$ cat src/rtl/smbx_pkg.sv
// Shared constants and state type for the SMBus slave register controller.
// Assumes 8-bit command codes and 8-bit register data.
package smbx_pkg;
    localparam int CW = 8;

    localparam logic [CW-1:0] CMD_PINS     = 8'h06;
    localparam logic [CW-1:0] CMD_RESAMPLE = 8'h07;
    localparam logic [CW-1:0] CMD_SOFTRST  = 8'h08;
    localparam logic [CW-1:0] CMD_IDENT    = 8'hFE;
    localparam logic [7:0]    IDENT_BYTE   = 8'h4D;
    localparam logic [6:0]    ALERT_ADDR   = 7'b0001100;

    typedef enum logic [3:0] {
        ST_IDLE, ST_ADDR, ST_ADDR_ACK, ST_CMD, ST_CMD_ACK,
        ST_DATA, ST_DATA_ACK, ST_TX, ST_TX_ACK, ST_WAIT
    } bus_st_e;
endpackage

$ cat src/rtl/smbx_glitch_filter.sv
// Line conditioner: a synchronizer chain followed by a majority vote over a
// short sample window. Assumes the line idles high, so all stages reset to 1.
module smbx_glitch_filter #(
    parameter int SYNC_STAGES = 2,
    parameter int VOTE_TAPS   = 3
) (
    input  logic clk,
    input  logic rst_n,
    input  logic raw,
    output logic clean
);
    logic [SYNC_STAGES-1:0] sync_q;
    logic [VOTE_TAPS-1:0]   win_q;

    // Resynchronize, shift the vote window and register the majority result.
    always_ff @(posedge clk) begin
        if (!rst_n) begin
            sync_q <= '1;
            win_q  <= '1;
            clean  <= 1'b1;
        end else begin
            sync_q <= {sync_q[SYNC_STAGES-2:0], raw};
            win_q  <= {win_q[VOTE_TAPS-2:0], sync_q[SYNC_STAGES-1]};
            clean  <= ($countones(win_q) > (VOTE_TAPS / 2));
        end
    end
endmodule

$ cat src/rtl/smbx_regfile.sv
// Register file: six writable registers (normal and suspend sets of drive,
// rise mask, fall mask) plus a read mux for pins and identity byte.
// Assumes the write port gets one-cycle strobes; a soft reset has priority.
module smbx_regfile
    import smbx_pkg::*;
#(
    parameter int            DW        = 8,
    parameter logic [DW-1:0] DRIVE_INIT = '1,
    parameter logic [DW-1:0] MASK_INIT  = '1
) (
    input  logic               clk,
    input  logic               rst_n,
    input  logic               wr_stb,
    input  logic [CW-1:0]      wr_code,
    input  logic [DW-1:0]      wr_data,
    input  logic               soft_rst,
    input  logic [CW-1:0]      rd_code,
    input  logic [DW-1:0]      pins,
    output logic [DW-1:0]      rd_data,
    output logic [6*DW-1:0]    regs_o
);
    localparam int NREG = 6;
    localparam int IW   = $clog2(NREG);

    logic [DW-1:0] bank [NREG];
    logic [IW-1:0] wr_idx;

    // Steer every non-writable code to register 0.
    always_comb begin
        wr_idx = '0;
        if (wr_code < CW'(NREG)) wr_idx = wr_code[IW-1:0];
    end

    for (genvar g = 0; g < NREG; g++) begin : g_reg
        localparam logic [DW-1:0] INIT = ((g % 3) == 0) ? DRIVE_INIT : MASK_INIT;
        logic [DW-1:0] q;

        // Hold one register; reload init on reset or soft reset.
        always_ff @(posedge clk) begin
            if (!rst_n || soft_rst) q <= INIT;
            else if (wr_stb && wr_idx == IW'(g)) q <= wr_data;
        end

        assign bank[g]             = q;
        assign regs_o[g*DW +: DW]  = q;

        assert_soft_reset_R4: assert property (@(posedge clk) disable iff (!rst_n)
            soft_rst |=> (q == INIT));
    end

    // Select the read value for the current pointer.
    always_comb begin
        rd_data = '0;
        if (rd_code < CW'(NREG))     rd_data = bank[rd_code[IW-1:0]];
        else if (rd_code == CMD_PINS)  rd_data = pins;
        else if (rd_code == CMD_IDENT) rd_data = DW'(IDENT_BYTE);
    end

    assert_steer_R3: assert property (@(posedge clk) disable iff (!rst_n)
        (wr_stb && !soft_rst && wr_code >= CW'(NREG)) |=> (bank[0] == $past(wr_data)));
endmodule

$ cat src/rtl/smbx_reg_slave.sv
// SMBus slave engine: filters SCL/SDA, detects START/STOP, runs the byte
// protocol, acknowledges, transmits read data and alert-response address
// with arbitration, and issues register strobes and command pulses after
// the falling SCL edge of each acknowledge clock. Assumes clk is many times
// faster than SCL and that SDA is driven only by pulling low (sda_oe).
module smbx_reg_slave
    import smbx_pkg::*;
#(
    parameter int             DW          = 8,
    parameter logic [DW-1:0]  DRIVE_INIT  = '1,
    parameter logic [DW-1:0]  MASK_INIT   = '1,
    parameter int             SYNC_STAGES = 2,
    parameter int             VOTE_TAPS   = 3
) (
    input  logic          clk,
    input  logic          rst_n,
    input  logic          scl_i,
    input  logic          sda_i,
    input  logic [DW-2:0] own_addr,
    input  logic [DW-1:0] pin_i,
    input  logic          alert_pend,
    output logic          sda_oe,
    output logic [DW-1:0] norm_drive,
    output logic [DW-1:0] norm_rise_mask,
    output logic [DW-1:0] norm_fall_mask,
    output logic [DW-1:0] susp_drive,
    output logic [DW-1:0] susp_rise_mask,
    output logic [DW-1:0] susp_fall_mask,
    output logic          wr_stb,
    output logic          resample_stb,
    output logic          soft_rst_stb,
    output logic          pin_smp_stb,
    output logic          alert_done
);
    localparam int BITW = $clog2(DW + 1);

    logic scl_f, sda_f, scl_q, sda_q;
    logic scl_rise, scl_fall, start_ev, stop_ev;
    bus_st_e st;
    logic [BITW-1:0] bitcnt;
    logic [DW-1:0]   shreg, rd_data, tx_byte;
    logic [CW-1:0]   ptr;
    logic            is_read, alert_sel, lost;
    logic            own_hit, alert_hit;
    logic [6*DW-1:0] regs;

    smbx_glitch_filter #(.SYNC_STAGES(SYNC_STAGES), .VOTE_TAPS(VOTE_TAPS)) u_scl_flt (
        .clk(clk), .rst_n(rst_n), .raw(scl_i), .clean(scl_f));
    smbx_glitch_filter #(.SYNC_STAGES(SYNC_STAGES), .VOTE_TAPS(VOTE_TAPS)) u_sda_flt (
        .clk(clk), .rst_n(rst_n), .raw(sda_i), .clean(sda_f));

    smbx_regfile #(.DW(DW), .DRIVE_INIT(DRIVE_INIT), .MASK_INIT(MASK_INIT)) u_regs (
        .clk(clk), .rst_n(rst_n), .wr_stb(wr_stb), .wr_code(ptr), .wr_data(shreg),
        .soft_rst(soft_rst_stb), .rd_code(ptr), .pins(pin_i), .rd_data(rd_data),
        .regs_o(regs));

    assign norm_drive     = regs[0*DW +: DW];
    assign norm_rise_mask = regs[1*DW +: DW];
    assign norm_fall_mask = regs[2*DW +: DW];
    assign susp_drive     = regs[3*DW +: DW];
    assign susp_rise_mask = regs[4*DW +: DW];
    assign susp_fall_mask = regs[5*DW +: DW];

    // Delay the filtered lines by one clock for edge and condition detection.
    always_ff @(posedge clk) begin
        if (!rst_n) begin
            scl_q <= 1'b1;
            sda_q <= 1'b1;
        end else begin
            scl_q <= scl_f;
            sda_q <= sda_f;
        end
    end

    // Classify line events and address matches.
    always_comb begin
        scl_rise  = scl_f && !scl_q;
        scl_fall  = !scl_f && scl_q;
        start_ev  = scl_f && scl_q && sda_q && !sda_f;
        stop_ev   = scl_f && scl_q && !sda_q && sda_f;
        own_hit   = (shreg[DW-1:1] == own_addr);
        alert_hit = (shreg[DW-1:1] == ALERT_ADDR) && shreg[0] && alert_pend;
        tx_byte   = alert_sel ? {own_addr, 1'b0} : rd_data;
    end

    // Byte-level protocol engine with acknowledge and transmit handling.
    always_ff @(posedge clk) begin
        wr_stb       <= 1'b0;
        resample_stb <= 1'b0;
        soft_rst_stb <= 1'b0;
        pin_smp_stb  <= 1'b0;
        alert_done   <= 1'b0;
        if (!rst_n) begin
            st        <= ST_IDLE;
            bitcnt    <= '0;
            shreg     <= '0;
            ptr       <= '0;
            is_read   <= 1'b0;
            alert_sel <= 1'b0;
            lost      <= 1'b0;
            sda_oe    <= 1'b0;
        end else if (start_ev) begin
            st     <= ST_ADDR;
            bitcnt <= '0;
            sda_oe <= 1'b0;
            lost   <= 1'b0;
        end else if (stop_ev) begin
            st     <= ST_IDLE;
            sda_oe <= 1'b0;
        end else begin
            case (st)
                ST_ADDR, ST_CMD, ST_DATA: begin
                    if (scl_rise) begin
                        shreg  <= {shreg[DW-2:0], sda_f};
                        bitcnt <= bitcnt + 1'b1;
                    end else if (scl_fall && bitcnt == BITW'(DW)) begin
                        if (st == ST_ADDR) begin
                            if (own_hit || alert_hit) begin
                                sda_oe    <= 1'b1;
                                is_read   <= shreg[0];
                                alert_sel <= !own_hit;
                                st        <= ST_ADDR_ACK;
                            end else begin
                                st <= ST_WAIT;
                            end
                        end else begin
                            sda_oe <= 1'b1;
                            st     <= (st == ST_CMD) ? ST_CMD_ACK : ST_DATA_ACK;
                        end
                    end
                end
                ST_ADDR_ACK: if (scl_fall) begin
                    bitcnt <= '0;
                    if (is_read) begin
                        shreg       <= tx_byte;
                        sda_oe      <= !tx_byte[DW-1];
                        pin_smp_stb <= !alert_sel && (ptr == CMD_PINS);
                        st          <= ST_TX;
                    end else begin
                        sda_oe <= 1'b0;
                        st     <= ST_CMD;
                    end
                end
                ST_CMD_ACK: if (scl_fall) begin
                    sda_oe       <= 1'b0;
                    ptr          <= shreg;
                    resample_stb <= (shreg == CMD_RESAMPLE);
                    soft_rst_stb <= (shreg == CMD_SOFTRST);
                    bitcnt       <= '0;
                    st           <= ST_DATA;
                end
                ST_DATA_ACK: if (scl_fall) begin
                    sda_oe <= 1'b0;
                    wr_stb <= 1'b1;
                    st     <= ST_WAIT;
                end
                ST_TX: begin
                    if (scl_rise && !sda_oe && !sda_f) lost <= 1'b1;
                    if (scl_fall) begin
                        if (bitcnt == BITW'(DW - 1)) begin
                            sda_oe <= 1'b0;
                            st     <= ST_TX_ACK;
                        end else begin
                            shreg  <= {shreg[DW-2:0], 1'b0};
                            sda_oe <= !lost && !shreg[DW-2];
                            bitcnt <= bitcnt + 1'b1;
                        end
                    end
                end
                ST_TX_ACK: if (scl_fall) begin
                    alert_done <= alert_sel && !lost;
                    st         <= ST_WAIT;
                end
                default: ;
            endcase
        end
    end

    assert_pulse_wr_R12: assert property (@(posedge clk) disable iff (!rst_n)
        wr_stb |=> !wr_stb);
    assert_pulse_alert_R12: assert property (@(posedge clk) disable iff (!rst_n)
        alert_done |=> !alert_done);
    assert_strobe_onehot_R12: assert property (@(posedge clk) disable iff (!rst_n)
        $onehot0({wr_stb, resample_stb, soft_rst_stb, pin_smp_stb, alert_done}));
    assert_drive_scl_low_R11: assert property (@(posedge clk) disable iff (!rst_n)
        $rose(sda_oe) |-> !scl_f);
    assert_idle_quiet_R8: assert property (@(posedge clk) disable iff (!rst_n)
        (st == ST_IDLE) |-> !sda_oe);
    assert_lost_silent_R10: assert property (@(posedge clk) disable iff (!rst_n)
        (st == ST_TX && lost && !scl_f) |=> !sda_oe);
endmodule

$ cat config.mk
export PLATFORM = sky130hd
export DESIGN_NAME = smbx_reg_slave
export DESIGN_NICKNAME = d
export VERILOG_FILES = /design/src/rtl/smbx_pkg.sv /design/src/rtl/smbx_glitch_filter.sv /design/src/rtl/smbx_regfile.sv /design/src/rtl/smbx_reg_slave.sv
export SDC_FILE = /design/constraint.sdc
export NUM_CORES = 1
export LEC_CHECK = 0
export ABC_AREA = 1
export BUFFER_PORTS_ARGS = -buffer_cell sky130_fd_sc_hd__buf_2
export CORE_MARGIN = 5
export CORE_UTILIZATION = 52
export DETAILED_ROUTE_END_ITERATION = 7
export PLACE_DENSITY = 0.82
export SYNTH_ARGS = -nofsm -noshare
export SYNTH_HDL_FRONTEND = slang
export SYNTH_HIERARCHICAL = 1
export SYNTH_SLANG_ARGS = --single-unit
$ cat constraint.sdc
create_clock -name clk -period 2 [get_ports clk]
set_clock_uncertainty 0.1 [all_clocks]
set_input_delay 0.3 -clock clk [delete_from_list [all_inputs] [get_ports clk]]
set_output_delay 0.3 -clock clk [all_outputs]
set_load 0.02 [all_outputs]
* Word level (Yosys, flattened, before mapping)
Cells that the tools add are included.
** Word-level totals
- Output and inout bits :: 54
- Bits in registers :: 95
** Operators by class
- Bitwise logic cells :: 11
- Magnitude comparators :: 4
- Add/subtract/negate cells :: 5
- Reduce and logical (&&, ||, !) cells :: 58
- Mux-type cells :: 44
- Equal/unequal tests :: 41
** Operators with widths (count)
- 8-bit 2-to-1 mux :: 10
- 32-bit by 1-bit adder with 32-bit output :: 2
- 32-bit by 2-bit > comparator with 1-bit output, second input constant :: 2
- 4-bit 2-to-1 mux :: 13
- 8-bit binary-select mux with 3-bit select :: 1
- 4-bit inequality test, second input constant :: 6
- 8-bit case mux with 3 select lines :: 1
- 8-bit AND reduction :: 3
- 1-bit logical AND :: 21
- 4-bit by 3-bit == test with 1-bit output, second input constant :: 5
- 4-bit case mux with 5 select lines :: 1
- 2-bit inequality test, second input constant :: 9
- 8-bit by 3-bit == test with 1-bit output, second input constant :: 2
- 7-bit AND reduction :: 2
- 1-bit 2-to-1 mux :: 12
- 4-bit case mux with 3 select lines :: 1
- 1-bit logical NOT :: 11
- 1-bit inverter :: 10
- 5-bit OR reduction :: 2
- 4-bit by 2-bit == test with 1-bit output, second input constant :: 2
- 4-bit == test, second input constant :: 2
- 8-bit by 4-bit == test with 1-bit output, second input constant :: 1
- 8-bit == test, second input constant :: 1
- 8-bit by 3-bit < comparator with 1-bit output, second input constant :: 1
- 30 further kinds :: 42

* Depth between registers and ports, before layout
- Depth after elaboration :: 11
- Depth in mapped cells :: 16

* Hierarchy
Netlist, hierarchy kept.
** By module, submodules not included
- smbx_regfile :: cells each 375, instances 1, area an instance 2546.2 µm², seq. area each 960.9 µm²
- smbx_reg_slave :: cells each 317, instances 1, area an instance 2097.0 µm², seq. area each 700.7 µm²
- smbx_glitch_filter :: cells each 20, instances 2, area an instance 182.7 µm², seq. area each 120.1 µm²

* Least setup slack after synthesis
OpenSTA, ideal clock, no wires.
- Path kind :: reg-to-reg
- Start point :: register ptr[2]
- End point :: register shreg[5]
- Setup time :: 0.066 ns
- Path buffers :: 0
- Data required time :: 1.834 ns
- Cell stages (with the launch flop) :: 14
- Data arrival time :: 1.768 ns
- Clock period less this slack :: 1.934 ns
- Setup slack :: 0.066 ns
- Path through :: dfxtp_1 > inv_2 > nor2_1 > o21a_1 > o21ai_0 > nand3_1 > nand2_1 > inv_1 > nand2_1 > o21ai_0 > nand2_1 > o21ai_0 > o21ai_2 > a21oi_2
** Between the ends
- Longest elaborated chain between the ends :: 9
** Ends and longest elaborated chain
- start: declaration :: line smbx_reg_slave.sv:42 : logic [CW-1:0] ptr;
- start signal: assignment :: line smbx_reg_slave.sv:146 : ptr <= shreg;
- 3-bit inverter with 4-bit output (not written as such) :: line smbx_regfile.sv:54 : if (rd_code < CW'(NREG)) rd_data = bank[rd_code[IW-1:0]];
- 8-bit binary-select mux with 3-bit select :: line smbx_regfile.sv:54
- 8-bit 2-to-1 mux (not written as such) (2 in a row) :: line smbx_regfile.sv:54
- 8-bit 2-to-1 mux * :: line smbx_regfile.sv:54
- net rd_data[5] :: line smbx_reg_slave.sv:41 : logic [DW-1:0] shreg, rd_data, tx_byte;
- 8-bit 2-to-1 mux * :: line smbx_reg_slave.sv:83 : tx_byte = alert_sel ? {own_addr, 1'b0} : rd_data;
- 8-bit 2-to-1 mux * :: line smbx_reg_slave.sv:134 : if (is_read) begin
- 8-bit 2-to-1 mux * :: line smbx_reg_slave.sv:132 : ST_ADDR_ACK: if (scl_fall) begin
- 8-bit case mux with 3 select lines * :: line smbx_reg_slave.sv:111 : case (st)
- end signal: assignment :: line smbx_reg_slave.sv:114 : shreg <= {shreg[DW-2:0], sda_f};
- end signal: assignment :: line smbx_reg_slave.sv:135 : shreg <= tx_byte;
- end signal: assignment :: line smbx_reg_slave.sv:164 : shreg <= {shreg[DW-2:0], 1'b0};
- end: declaration :: line smbx_reg_slave.sv:41
Mark *: on every way through the listed nets, which the timed path passes. The rest lies on a longest branch. The select of a mux whose other input is x is not followed.
A chain may end at the register's enable or synchronous reset.

* Worst setup path in the final report
- Start point :: register ptr[0]
- End point :: register shreg[1]
The elaborated chain is that of the path after synthesis.

==> flow_metrics.tcl <==
set metrics [dict create \
    ys_ff_latch 95 \
    min_from "sda_i" \
    ys_warn_count 6 \
    hold_path_end "u_sda_flt/sync_q[0]$_SDFF_PN1_" \
    ir_drop_mv 0.848 \
    cp_top_family "compound AO/OA/AOI/OAI gates" \
    setup_ws_ps 105 \
    cts_root_buffer "clkbuf_8" \
    drive_above_1_share_pct 21.6 \
    async_flop_share_pct 0 \
    firstDrtPassIters 5 \
    power.density_nw_per_um2 906 \
    crit_path_max_incr_delay_ps 410 \
    synthesis.nets 756 \
    port_buffers 73 \
    antenna_found_initial 0 \
    synthesis.area_um2 5010 \
    setup_viol 0 \
    path_clk_slew_ps 90 \
    ys_top_cells_by_area "dfxtp_1, nand2_1, nand3_1" \
    cp_slowest_cell "dfxtp_4" \
    start_util_pct 53.7 \
    path_common_cell "nand2_1" \
    finalHoldViolCount 0 \
    grt_first_pass_wirelength_mm 23.5 \
    routabilityCongestion 0.958 \
    clockBufferDepth 2 \
    period_share_pct 94.7 \
    wl_mm 14.7 \
    period_minus_slack_ps 1890 \
    drc 0 \
    numCtsBuffers 9 \
    wl_per_cell_um 15.4 \
    die_w_um 108 \
    cp.required_ps 2140 \
    yosys.area.top_type "dfxtp_1" \
    io_pins 74 \
    crit_chain "inv_8 > buf_4 > o21ai_0 > nand2_1 > nand2_1 > nand3_1 > nand2_1 > inv_1 > nand2_1 > a21oi_1 > a21o_1 > o21ai_0 > a21oi_1" \
    insertion_delay_ps 350 \
    worstPathArrival_ps 2040 \
    crit_path_max_fanout 7 \
    gr-total-overflow 0 \
    crit_type "register to register" \
    startpoint "ptr[0]$_SDFFE_PN0P_" \
    critPathBufInv 3 \
    rrSetupSlack_ps 110 \
    ant_nets 0 \
    pre_cts_ws_ps -6.65 \
    drt_iter0_drc 436 \
    slew_headroom_pct 68.9 \
    areaGrowthSynthToFinish_pct 17.8 \
    core_um2 9330 \
    yosys.cell_count.top_type "nand2_1" \
    hold_depth 3 \
    end_kind "register" \
    hpwl_mm 10.8 \
    synth-edff-count 0 \
    leakagePower_nw 2.75 \
    max_cap_violations 0 \
    finalMaxSlewViolations 0 \
    hold_path.class "input pin to register" \
    post-route-util_pct 63.3 \
    antenna-diode-count 0 \
    fp-row-count 35 \
    num_vias 5247 \
    outcome "finished clean" \
    post-synth-top-area-fraction_pct 38.0 \
    netlist-cell-type-count 42 \
    cp-start-kind "register" \
    r2r-start "ptr[0]$_SDFFE_PN0P_" \
    die_h_um 108 \
    synth_common_cells "nand2_1, nand3_1, dfxtp_1" \
    dieArea_um2 11700 \
    synth_ff_type "dfxtp_1" \
    seq_area_frac_synth_pct 38.0 \
    nNetsFinal 845 \
    grt_usage_pct 25.1 \
    grt_max_degree 49 \
    avgViaCountPerCell 5.50 \
    fmax_mhz 528 \
    htree_levels 3 \
    tightest_slew_ps 466 \
    synth_cells 732 \
    cts_sinks 95 \
    ctsHoldBuffers 0 \
    timing.rr.end "shreg[1]$_SDFFE_PN0P_" \
    grt_pass1_vias 4796 \
    r2r_cells 13 \
    postSynthAreaPerCell_um2 6.84 \
    cts_tree "built" \
]
==> cell type report <==
cell class	count	area [µm²]
Timing Repair Buffer	101	632
Clock buffer	11	141
Multi-Input combinational cell	542	2740
Clock inverter	4	32.5
Sequential cell	95	1910
Inverter	72	280
Fill cell	859	3430
Tap cell	129	161
==> metrics by stage <==
stage / instance area, µm² / hold WS (ps) / TNS [ps] / std cells / power [mW]
6_report: 5900 / 13.1 / 0 / 954 / 5.35
5_1_grt: 5900 / 30.0 / -102 / 954 / 5.69
4_1_cts: 5800 / 1.99 / 0 / 948 / 5.33
3_5_place_dp: 5620 / 292 / -6.65 / 933 / 4.19
3_3_place_gp: 5620 / 287 / 0 / 933 / 4.12
2_1_floorplan: 5010 / 269 / 0 / 732 / 3.67
==> sequential cells by signal, summed over array words and instances (netlist names), 2 cells and up <==
name,cells
u_regs/g.q,48
u_sda_flt/win_q,3
u_sda_flt/sync_q,2
shreg,8
u_scl_flt/sync_q,2
ptr,8
u_scl_flt/win_q,3
bitcnt,4
st,4
==> worst min-delay path, delay by kind of cell <==
| kind | cells | cell delay [ps] |
|---|---|---|
| AND/OR/NAND/NOR | 1 | 40 |
| buffers and inverters | 2 | 110 |
==> what timing repair did <==
item                                    CTS  global route
cloned                                    0             1
resized for setup                         1            21
buffers inserted                          0             5
endpoints found under the setup margin    2             9
pin swaps                                 0             7
==> worst max-delay path by stage <==
stage	endpoint	slack (ps)	cells after the start
2_1_floorplan	shreg[5]$_SDFFE_PN0P_	70	13
3_5_place_dp	shreg[2]$_SDFFE_PN0P_	-7	13
6_report	shreg[1]$_SDFFE_PN0P_	110	13
3_3_place_gp	sda_oe$_SDFFE_PP0P_	40	12
5_1_grt	sda_oe$_SDFFE_PP0P_	-40	14
4_1_cts	shreg[2]$_SDFFE_PN0P_	60	12
==> per-layer routing <==
layer	up-vias	global-route usage, %	wire (µm)
li1	2555	-	-
met1	2440	32.9	6230
met2	224	42.5	7110
met3	28	2.93	1050
met4	0	9.47	313
met5	-	0	0
==> cell families after synthesis <==
logic type	share of synthesized area, %
buffers and inverters	7.89
adders and majority gates	0.999
and+or+nand+nor	40.8
xor gates and xnor gates	1.05
AOI/OAI and AO/OA	11.1
muxes	0.200
DFF	38.0
==> report_power, final <==
part	total [mW]	switching (mW)	internal (mW)
registers	2.19	0.165	2.02
logic	2.00	1.33	0.673
clock network	1.16	0.675	0.485
==> layout by cell type (no fill, tap or decap), types with 2 or more instances in the layout <==
cell type,n
a21oi_1,22
a21oi_2,5
buf_12,3
buf_2,73
buf_4,22
clkbuf_8,10
clkinv_4,2
clkinvlp_4,2
dfxtp_1,92
dfxtp_4,2
ha_1,4
inv_1,62
inv_2,8
nand2_1,194
nand2_2,8
nand2_4,7
nand3_1,109
nand3_2,4
nand3_4,2
nand4_1,5
nor2_1,74
nor2_2,6
nor2_4,7
nor3_1,3
nor3_4,2
nor3b_1,2
nor4_1,3
o21a_1,8
o21ai_0,45
o21ai_1,11
o21ai_2,4
xnor2_1,4
xor2_1,2
Power figures use the tool's default switching activity.
